<file path="src/rtl/adc_flag_pkg.sv">
package adc_flag_pkg;
  localparam int NUM_FLAGS  = 6;
  // bit positions inside the status word
  localparam int IDX_WDOG   = 0;
  localparam int IDX_EOC    = 1;
  localparam int IDX_JEOC   = 2;
  localparam int IDX_JSTART = 3;
  localparam int IDX_RSTART = 4;
  localparam int IDX_OVR    = 5;
endpackage

</file>
<file path="src/rtl/adc_flag_evt.sv">
module adc_flag_evt
  import adc_flag_pkg::*;
(
  input  logic                 wdog_hit_i,
  input  logic                 conv_done_i,
  input  logic                 seq_done_i,
  input  logic                 inj_done_i,
  input  logic                 inj_start_i,
  input  logic                 reg_start_i,
  input  logic                 dma_mode_i,
  input  logic                 eoc_per_seq_i,
  input  logic                 eoc_flag_i,
  output logic [NUM_FLAGS-1:0] set_o
);
  logic ovr_armed;
  assign ovr_armed = dma_mode_i | eoc_per_seq_i;

  always_comb begin
    set_o             = '0;
    set_o[IDX_WDOG]   = wdog_hit_i;
    set_o[IDX_EOC]    = eoc_per_seq_i ? seq_done_i : conv_done_i;
    set_o[IDX_JEOC]   = inj_done_i;
    set_o[IDX_JSTART] = inj_start_i;
    set_o[IDX_RSTART] = reg_start_i;
    // a fresh result lands while the previous one is still unacknowledged
    set_o[IDX_OVR]    = conv_done_i & eoc_flag_i & ovr_armed;
  end
endmodule

</file>
<file path="src/rtl/adc_flag_cell.sv">
module adc_flag_cell (
  input  logic clk,
  input  logic rst,
  input  logic set_i,
  input  logic clr_i,
  output logic q_o
);
  always_ff @(posedge clk) begin
    if (rst)        q_o <= 1'b0;
    else if (set_i) q_o <= 1'b1;
    else if (clr_i) q_o <= 1'b0;
  end

  // a hardware event beats any clear in the same cycle
  a_r8_set_wins: assert property (@(posedge clk) disable iff (rst)
    set_i |=> q_o);
  // a clear with no competing event drops the flag
  a_r3_clear_takes: assert property (@(posedge clk) disable iff (rst)
    (clr_i && !set_i) |=> !q_o);
endmodule

</file>
<file path="src/rtl/adc_flag_rd.sv">
module adc_flag_rd
  import adc_flag_pkg::*;
#(
  parameter  int DATA_W = 32,
  localparam int BE_W   = DATA_W/8
) (
  input  logic                 clk,
  input  logic                 rst,
  input  logic                 rd_en_i,
  input  logic [BE_W-1:0]      be_i,
  input  logic [NUM_FLAGS-1:0] flags_i,
  output logic [DATA_W-1:0]    rdata_o
);
  logic [DATA_W-1:0] word;
  logic [DATA_W-1:0] lane_mask;

  assign word = DATA_W'(flags_i);

  for (genvar g = 0; g < BE_W; g++) begin : g_lane
    assign lane_mask[g*8 +: 8] = {8{be_i[g]}};
  end

  always_ff @(posedge clk) begin
    if (rst)          rdata_o <= '0;
    else if (rd_en_i) rdata_o <= word & lane_mask;
    else              rdata_o <= '0;
  end

  // reserved bits never carry data
  a_r9_reserved_zero: assert property (@(posedge clk) disable iff (rst)
    rdata_o[DATA_W-1:NUM_FLAGS] == '0);
endmodule

</file>
<file path="src/rtl/adc_flag_reg.sv">
module adc_flag_reg
  import adc_flag_pkg::*;
#(
  parameter  int DATA_W = 32,
  localparam int BE_W   = DATA_W/8
) (
  input  logic              clk,
  input  logic              rst,
  input  logic              wdog_hit_i,
  input  logic              conv_done_i,
  input  logic              seq_done_i,
  input  logic              inj_done_i,
  input  logic              inj_start_i,
  input  logic              reg_start_i,
  input  logic              dma_mode_i,
  input  logic              eoc_per_seq_i,
  input  logic              dr_read_i,
  input  logic              bus_sel_i,
  input  logic              bus_wr_i,
  input  logic [BE_W-1:0]   bus_be_i,
  input  logic [DATA_W-1:0] bus_wdata_i,
  output logic [DATA_W-1:0] bus_rdata_o,
  output logic              irq_o
);
  logic [NUM_FLAGS-1:0] flag_q;
  logic [NUM_FLAGS-1:0] set_vec;
  logic [NUM_FLAGS-1:0] clr_vec;
  logic                 full_wr;
  logic                 rd_en;
  logic                 unused_wdata;

  assign full_wr      = bus_sel_i & bus_wr_i & (&bus_be_i);
  assign rd_en        = bus_sel_i & ~bus_wr_i;
  assign unused_wdata = ^bus_wdata_i[DATA_W-1:NUM_FLAGS];

  adc_flag_evt u_evt (
    .wdog_hit_i    (wdog_hit_i),
    .conv_done_i   (conv_done_i),
    .seq_done_i    (seq_done_i),
    .inj_done_i    (inj_done_i),
    .inj_start_i   (inj_start_i),
    .reg_start_i   (reg_start_i),
    .dma_mode_i    (dma_mode_i),
    .eoc_per_seq_i (eoc_per_seq_i),
    .eoc_flag_i    (flag_q[IDX_EOC]),
    .set_o         (set_vec)
  );

  always_comb begin
    clr_vec          = {NUM_FLAGS{full_wr}} & ~bus_wdata_i[NUM_FLAGS-1:0];
    clr_vec[IDX_EOC] = clr_vec[IDX_EOC] | dr_read_i;
  end

  for (genvar i = 0; i < NUM_FLAGS; i++) begin : g_flag
    adc_flag_cell u_cell (
      .clk   (clk),
      .rst   (rst),
      .set_i (set_vec[i]),
      .clr_i (clr_vec[i]),
      .q_o   (flag_q[i])
    );
  end

  adc_flag_rd #(.DATA_W(DATA_W)) u_rd (
    .clk     (clk),
    .rst     (rst),
    .rd_en_i (rd_en),
    .be_i    (bus_be_i),
    .flags_i (flag_q),
    .rdata_o (bus_rdata_o)
  );

  assign irq_o = |flag_q;

  // synchronous reset empties the register and the read path
  a_r1_reset_clear: assert property (@(posedge clk)
    rst |=> (flag_q == '0 && bus_rdata_o == '0));
  // a partial-lane write with nothing else going on leaves all flags alone
  a_r4_partial_write: assert property (@(posedge clk) disable iff (rst)
    (bus_sel_i && bus_wr_i && !(&bus_be_i) && set_vec == '0 && !dr_read_i)
      |=> flag_q == $past(flag_q));
  // with both mode inputs low an overrun never appears
  a_r7_ovr_gated: assert property (@(posedge clk) disable iff (rst)
    (!dma_mode_i && !eoc_per_seq_i && !flag_q[IDX_OVR]) |=> !flag_q[IDX_OVR]);
  // a result read with no new event leaves only bit 1 dropped, others held
  a_r5_drread_scope: assert property (@(posedge clk) disable iff (rst)
    (dr_read_i && !bus_sel_i && set_vec == '0)
      |=> (!flag_q[IDX_EOC] && flag_q[0] == $past(flag_q[0])
           && flag_q[NUM_FLAGS-1:2] == $past(flag_q[NUM_FLAGS-1:2])));
endmodule

</file>
<file path="config.mk">
export PLATFORM = sky130hd
export DESIGN_NAME = adc_flag_reg
export DESIGN_NICKNAME = d
export VERILOG_FILES = /design/src/rtl/adc_flag_pkg.sv /design/src/rtl/adc_flag_evt.sv /design/src/rtl/adc_flag_cell.sv /design/src/rtl/adc_flag_rd.sv /design/src/rtl/adc_flag_reg.sv
export SDC_FILE = /design/constraint.sdc
export NUM_CORES = 1
export LEC_CHECK = 0
export BUFFER_PORTS_ARGS = -buffer_cell sky130_fd_sc_hd__buf_4
export CORE_AREA = 2 2 47 49
export DETAILED_ROUTE_END_ITERATION = 8
export DIE_AREA = 0 0 49 51
export MAX_ROUTING_LAYER = met4
export PLACE_DENSITY = 0.92
export SLEW_MARGIN = 15
export SYNTH_ARGS = -nofsm -noshare
export SYNTH_HDL_FRONTEND = slang
export SYNTH_SLANG_ARGS = --single-unit
</file>
<file path="constraint.sdc">
create_clock -name clk -period 1.3 [get_ports clk]
set_input_delay 0.13 -clock clk [delete_from_list [all_inputs] [get_ports clk]]
set_output_delay 0.13 -clock clk [all_outputs]
set_load 0.01 [all_outputs]
</file>
==> results of run 1 <==
[path summary, 6_finish.rpt]
kind,from,endpoint
worst min-delay path,rst,g_flag[2].u_cell.q_o$_SDFFE_PP0P_
worst min register to register,g_flag[2].u_cell.q_o$_SDFFE_PP0P_,u_rd.rdata_o[2]$_SDFF_PP0_
worst max-delay path,g_flag[1].u_cell.q_o$_SDFFE_PP0P_,irq_o
worst max register to register,g_flag[1].u_cell.q_o$_SDFFE_PP0P_,g_flag[1].u_cell.q_o$_SDFFE_PP0P_
[worst max-delay path, stage by stage (launching register included)]
cell and delay [ns]:
sky130_fd_sc_hd__dfxtp_1 0.34, sky130_fd_sc_hd__nor4_1 0.27, sky130_fd_sc_hd__nand2_1 0.09, sky130_fd_sc_hd__buf_4 0.15
[stage by stage]
| stage | util, % | std cells |
|---|---|---|
| after floorplan | - | 98 |
| final | 39.9 | 133 |
| after global placement | 38.1 | 129 |
| after global routing | 39.9 | 133 |
| after detailed placement | 38.1 | 129 |
| after CTS | 39.9 | 133 |
[power breakdown]
group          internal [mW]  leakage, nW  switching, mW
sequential             0.383       0.0985        0.00997
clock                  0.170       0.0210          0.117
combinational         0.0637        0.296         0.0740
[logic make-up after synthesis]
logic type	Yosys count	share of synthesized area [%]
buf+inv	27	31.3
other cells	1	0.590
compound gates	9	10.0
simple gates	23	18.7
mux	1	1.57
flops	12	37.8
[routing by layer]
layer	GRT usage, %	vias up	wire length (um)
met5	-	-	0
met4	7.14	0	18
met3	3.80	4	197
met2	18.9	45	587
met1	9.17	231	393
li1	-	256	-
[final cells by class]
cell class              instances  area [um2]
flip-flops and latches         12         240
clock buffers                   4        36.3
multi-input cells              59         290
repair buffers                 29         218
well taps                      28        35.0
inverters                       1        3.75
fillers                       198        1240
[sequential cells by signal (all words and copies together), names as in the netlist]
signal and count:
u_rd.rdata_o 6, g_flag.u_cell.q_o 6
[cells in the final DEF, fill, tap and decap left out]
cell	instances
sky130_fd_sc_hd__buf_4	29
sky130_fd_sc_hd__conb_1	26
sky130_fd_sc_hd__dfxtp_1	12
sky130_fd_sc_hd__nor2_1	9
sky130_fd_sc_hd__and2_1	6
sky130_fd_sc_hd__nand2_1	4
sky130_fd_sc_hd__a211oi_1	4
sky130_fd_sc_hd__clkbuf_4	3
sky130_fd_sc_hd__nor3_2	2
sky130_fd_sc_hd__a21oi_1	2
sky130_fd_sc_hd__nor4_1	1
sky130_fd_sc_hd__mux2i_1	1
sky130_fd_sc_hd__nand4_1	1
sky130_fd_sc_hd__inv_1	1
sky130_fd_sc_hd__o311ai_1	1
sky130_fd_sc_hd__o211ai_1	1
sky130_fd_sc_hd__o31ai_1	1
sky130_fd_sc_hd__clkbuf_8	1
==> reports/metrics.yaml, run 1 <==
outcome: "completed"
post-route-drc-count: 0
die_area_um2: 2500
worstSetupStartpointType: "flip-flop"
ctsHoldBuffers: 0
place.detailed.hpwl_um: 1020
holdPathStages: 2
post_route_cells_drive_above_1_share_pct: 33.3
hold_violation_total_from_the_final_report: 0
holdCritPathClass: "in2reg"
cts-root-to-sink-buffers: 2
post-synth-top-count-cell: "sky130_fd_sc_hd__buf_4"
worstSetupEndpointType: "output pin"
fin_tns_setup_ns: 0
power.total_uw: 818
critical_path_arrival_ns: 1.12
detailedRoute.firstPassIterationCount: 4
synth-warning-count: 0
worst_clock_skew_ns: 0.00315
largest_net_degree_at_the_start_of_global_routing: 8
htree_levels: 1
tritoncts_buffers: 3
clk_pin_slew_worst_paths_ns: 0.07
setup_slack_ns: 0.0548
synth-edff-count: 0
ys_ff_latch: 12
vdd_drop_max_mv: 0.293
synth.largest_area_cell: "sky130_fd_sc_hd__dfxtp_1"
cell_area_placed_um2: 787
finalCritPeriodShare_pct: 95.8
finalWeightedCongestion: 0.670
areaGrowthSynthToFinish_pct: 29.5
finish.instance_area_um2: 823
timing.max_cap.violations: 0
required_ns: 1.17
final.hold.worst_slack_ns: 0.0926
global_route_wire_length_before_repair_um: 1930
tritoncts_num_sinks: 12
num_antenna_cells: 0
routedWlPerCell_um: 8.99
synth.top_cell.area_share_pct: 37.8
setup.reg_to_reg.worst_slack_ns: 0.59
core-area_um2: 2060
die_h_um: 51
antenna_violating_nets_post_route: 0
ys_top_cells_by_count: "sky130_fd_sc_hd__buf_4, sky130_fd_sc_hd__dfxtp_1, sky130_fd_sc_hd__nor2_1"
placementRows: 17
yosysSeqAreaShare_pct: 37.8
achievable-frequency_mhz: 803
r2r_cells: 2
portBuffers: 29
cts_setup_buffers: 0
layout.nets: 155
place_worst_setup_slack_ns: 0.344
synthesis.area_um2: 636
i_o_pin_count: 82
dominantRegCellSynth: "sky130_fd_sc_hd__dfxtp_1"
final_period_minus_worst_setup_slack_ns: 1.25
detail_route.vias_per_cell: 4.03
synth_cell_type_count: 16
postSynth.asyncResetShare_pct: 0
detail_route.iter0.violations: 1
critPathMaxFanout: 4
first_global_vias: 471
cellPowerDensity_nw_per_um2: 993
via_count: 536
cells_after_synth: 73
overflow_left_after_global_routing: 0
cts_resized: 0
initial_utilization_pct: 30.8
cts_tree: "done"
criticalPathCategory: "reg2out"
synth.top_cells.by_area: "sky130_fd_sc_hd__dfxtp_1, sky130_fd_sc_hd__buf_4, sky130_fd_sc_hd__and2_1, sky130_fd_sc_hd__nor2_1, sky130_fd_sc_hd__a211oi_1"
initial_antenna_violation_count: 0
clock_insertion_delay_worst_skew_ns: 0.27
gr-usage-all-layers_pct: 10.5
avgSynthCellArea_um2: 8.71
totalWireLength_um: 1200
die_width_um: 49
static-leakage-power_nw: 0.415
timing.final.max_slew_violations: 0
setup_viol: 0
clockRootBuffer: "sky130_fd_sc_hd__clkbuf_4"
setup_repair_after_global_routing_missed_its_margin: "false"
Note: power is estimated with default switching activity, not from simulation.
==> run 2, diff against run 1 <==
--- a/config.mk
+++ b/config.mk
@@ -9,8 +9,9 @@
 export CORE_AREA = 2 2 47 49
 export DETAILED_ROUTE_END_ITERATION = 8
 export DIE_AREA = 0 0 49 51
+export GPL_TIMING_DRIVEN = 1
 export MAX_ROUTING_LAYER = met4
-export PLACE_DENSITY = 0.92
+export PLACE_DENSITY_LB_ADDON = 0.25
 export SLEW_MARGIN = 15
 export SYNTH_ARGS = -nofsm -noshare
 export SYNTH_HDL_FRONTEND = slang
==> run 2 against run 1 <==
  * Setup slack improved by 0.033 ns
  * First-iteration DRC count rose to 3.0 times the previous value
  * Sequential power increased by 1%
  * Non-clock buffer count stayed put
  * Combinational power about the same
  * Maximum frequency increased by 2.7%
  * Clock skew fell by 0.0028 ns
  * Via count decreased by 6.7%
==> reports/metrics.yaml, run 2 (same netlist as run 1, synthesis figures left out) <==
outcome: "completed"
critical_path.slowest_cell: "sky130_fd_sc_hd__dfxtp_2"
worstSetupEndpointType: "output pin"
r2r_cells: 2  # unchanged
setup_slack_ns: 0.0877  # +0.0329 ns
place.detailed.hpwl_um: 927  # -9.0%
crit-reg2reg-capture: "g_flag[4].u_cell.q_o$_SDFFE_PP0P_"
routedWlPerCell_um: 8.13  # -9.6%
achievable-frequency_mhz: 825  # +2.7%
tritoncts_buffers: 3  # unchanged
power_switching_share_pct: 25.2  # +0.67 points
finish.instance_area_um2: 827  # +0.46%
largest_registers: "g_flag.u_cell.q_o: 6 flops, u_rd.rdata_o: 6 flops"
die_area_um2: 2500  # unchanged
leading_cell_type_in_the_layout_fill_and_taps_excluded: "sky130_fd_sc_hd__buf_4"
rr_startpoint: "g_flag[4].u_cell.q_o$_SDFFE_PP0P_"
required_ns: 1.17  # about the same
setup_viol: 0  # unchanged
setup.reg_to_reg.worst_slack_ns: 0.56  # -0.03 ns
place_worst_setup_slack_ns: 0.300  # -0.0436 ns
criticalPathCategory: "reg2out"
areaGrowthSynthToFinish_pct: 30.1
critPathMaxFanout: 3  # -1
critPathBufInv: 1  # unchanged
portion_of_total_power_attributed_to_combinational_logic_pct: 18.6  # +1.8 points
hold_violation_total_from_the_final_report: 0  # unchanged
global_route_wire_length_before_repair_um: 1640  # -15%
cts-root-to-sink-buffers: 2  # unchanged
die_h_um: 51  # unchanged
cell_area_placed_um2: 787  # unchanged
largest_net_degree_at_the_start_of_global_routing: 8  # unchanged
holdPathStages: 2  # unchanged
clk_pin_slew_worst_paths_ns: 0.07  # about the same
overflow_left_after_global_routing: 0  # unchanged
layout.core_utilization_pct: 40.1  # +0.18 points
clock_insertion_delay_worst_skew_ns: 0.26  # about the same
layout.nets: 155  # unchanged
critical_path_arrival_ns: 1.08  # -0.04 ns
setup_repair_after_global_routing_missed_its_margin: "false"
detailedRoute.firstPassIterationCount: 4  # unchanged
power.internal_uw: 558  # -9.4%
antenna_violating_nets_post_route: 0  # unchanged
timing.final.max_slew_violations: 0  # unchanged
cts_tree: "done"
seq_power_share_pct: 53.3  # +5.2 points
timing.max_cap.violations: 0  # unchanged
post_route_cells_drive_above_1_share_pct: 35.6  # +2.2 points
finalCritPeriodShare_pct: 93.3  # -2.5 points
top_usage_layer: "met2"
totalWireLength_um: 1070  # -10%
detail_route.iter0.violations: 3  # +2
cellPowerDensity_nw_per_um2: 903  # -9.0%
net-switching-power_uw: 189  # -6.1%
core-area_um2: 2060  # unchanged
initial_antenna_violation_count: 0  # unchanged
placementRows: 17  # unchanged
fin_tns_setup_ns: 0  # unchanged
timing.hold.worst_endpoint: "g_flag[1].u_cell.q_o$_SDFFE_PP0P_"
detail_route.vias_per_cell: 3.79  # -6.0%
clockRootBuffer: "sky130_fd_sc_hd__clkbuf_4"
cp_cell_sequence: "nor4_4 -> nand2_1 -> buf_4"
tritoncts_num_sinks: 12  # unchanged
num_antenna_cells: 0  # unchanged
final.fill_count: 225  # +14%
critical_path.top_delay_family: "flip-flops"
htree_levels: 1  # unchanged
worst_clock_skew_ns: 0.000352  # -0.00279 ns
portBuffers: 29  # unchanged
worstSetupStartpointType: "flip-flop"
finalWeightedCongestion: 0.681  # +1.6%
die_width_um: 49  # unchanged
crit_path_max_incr_delay_ns: 0.34  # about the same
i_o_pin_count: 82  # unchanged
vdd_drop_max_mv: 0.323  # +10%
via_count: 500  # -6.7%
hp-start: "rst"
gr-usage-all-layers_pct: 9.07  # -1.4 points
groute.layer.met2.usage_pct: 15.3  # -3.7 points
first_global_vias: 401  # -15%
groute.layer.met1.usage_pct: 8.86  # -0.31 points
layout.cells.most_common_list: "sky130_fd_sc_hd__buf_4, sky130_fd_sc_hd__conb_1, sky130_fd_sc_hd__dfxtp_1"
final_period_minus_worst_setup_slack_ns: 1.21  # -0.0329 ns
holdCritPathClass: "in2reg"
static-leakage-power_nw: 0.411  # -0.95%
grt_util_met3_pct: 1.75  # -2.0 points
clock_power_share_pct: 28.1  # -7.0 points
post-route-drc-count: 0  # unchanged
initial_utilization_pct: 30.8  # unchanged
run 2: per-stage QoR:
stage	hold slack (ns)	total power, mW	std cells
detailed placement	0.361	0.536	129
CTS	0.0813	0.745	132
global route	0.0872	0.787	132
finish	0.0824	0.747	132
global placement	0.360	0.534	129
floorplan	0.199	0.522	98
run 2: worst max path at each step:
stage,endpoint,cells after the start,slack (ns),start
after CTS,irq_o,3,0.01,g_flag[1].u_cell.q_o$_SDFFE_PP0P_
after detailed placement,irq_o,3,0.30,g_flag[1].u_cell.q_o$_SDFFE_PP0P_
after floorplan,irq_o,2,0.50,g_flag[5].u_cell.q_o$_SDFFE_PP0P_
after global placement,irq_o,3,0.30,g_flag[1].u_cell.q_o$_SDFFE_PP0P_
after global routing,irq_o,3,0.02,g_flag[0].u_cell.q_o$_SDFFE_PP0P_
final,irq_o,3,0.09,g_flag[0].u_cell.q_o$_SDFFE_PP0P_
run 2: worst reg2reg max path: cells and delay by family, from the launching register on:
kind / cells / cell delay, ns
AND/OR/NAND/NOR: 1 / 0.07
flip-flops: 1 / 0.39
AO/OA/AOI/OAI: 1 / 0.20
run 2: routing by layer:
layer	up-vias	wire length (um)
met5	-	0
met3	2	95
met1	218	382
met4	0	27
li1	253	-
met2	27	567
run 2: timing repair:
item                       4_1_cts  5_1_grt
resized for setup                0        4
setup buffers                    0        0
hold buffers                     0        0
setup endpoints to repair        0        1
run 2: power by group through the flow:
stage	logic [mW]	registers (mW)	clock network, mW
global placement	0.132	0.402	0
detailed placement	0.134	0.402	0
CTS	0.134	0.393	0.218
global route	0.155	0.401	0.230
floorplan	0.122	0.400	0
finish	0.139	0.398	0.210
run 2: area by class of cell:
class                           count  area [um2]  area share [%]
Tap cell                           28        35.0            4.24
Multi-Input combinational cell     59         305            36.9
Clock buffer                        3        22.5            2.72
Inverter                            1        3.75           0.454
Timing Repair Buffer               29         218            26.3
Sequential cell                    12         243            29.3
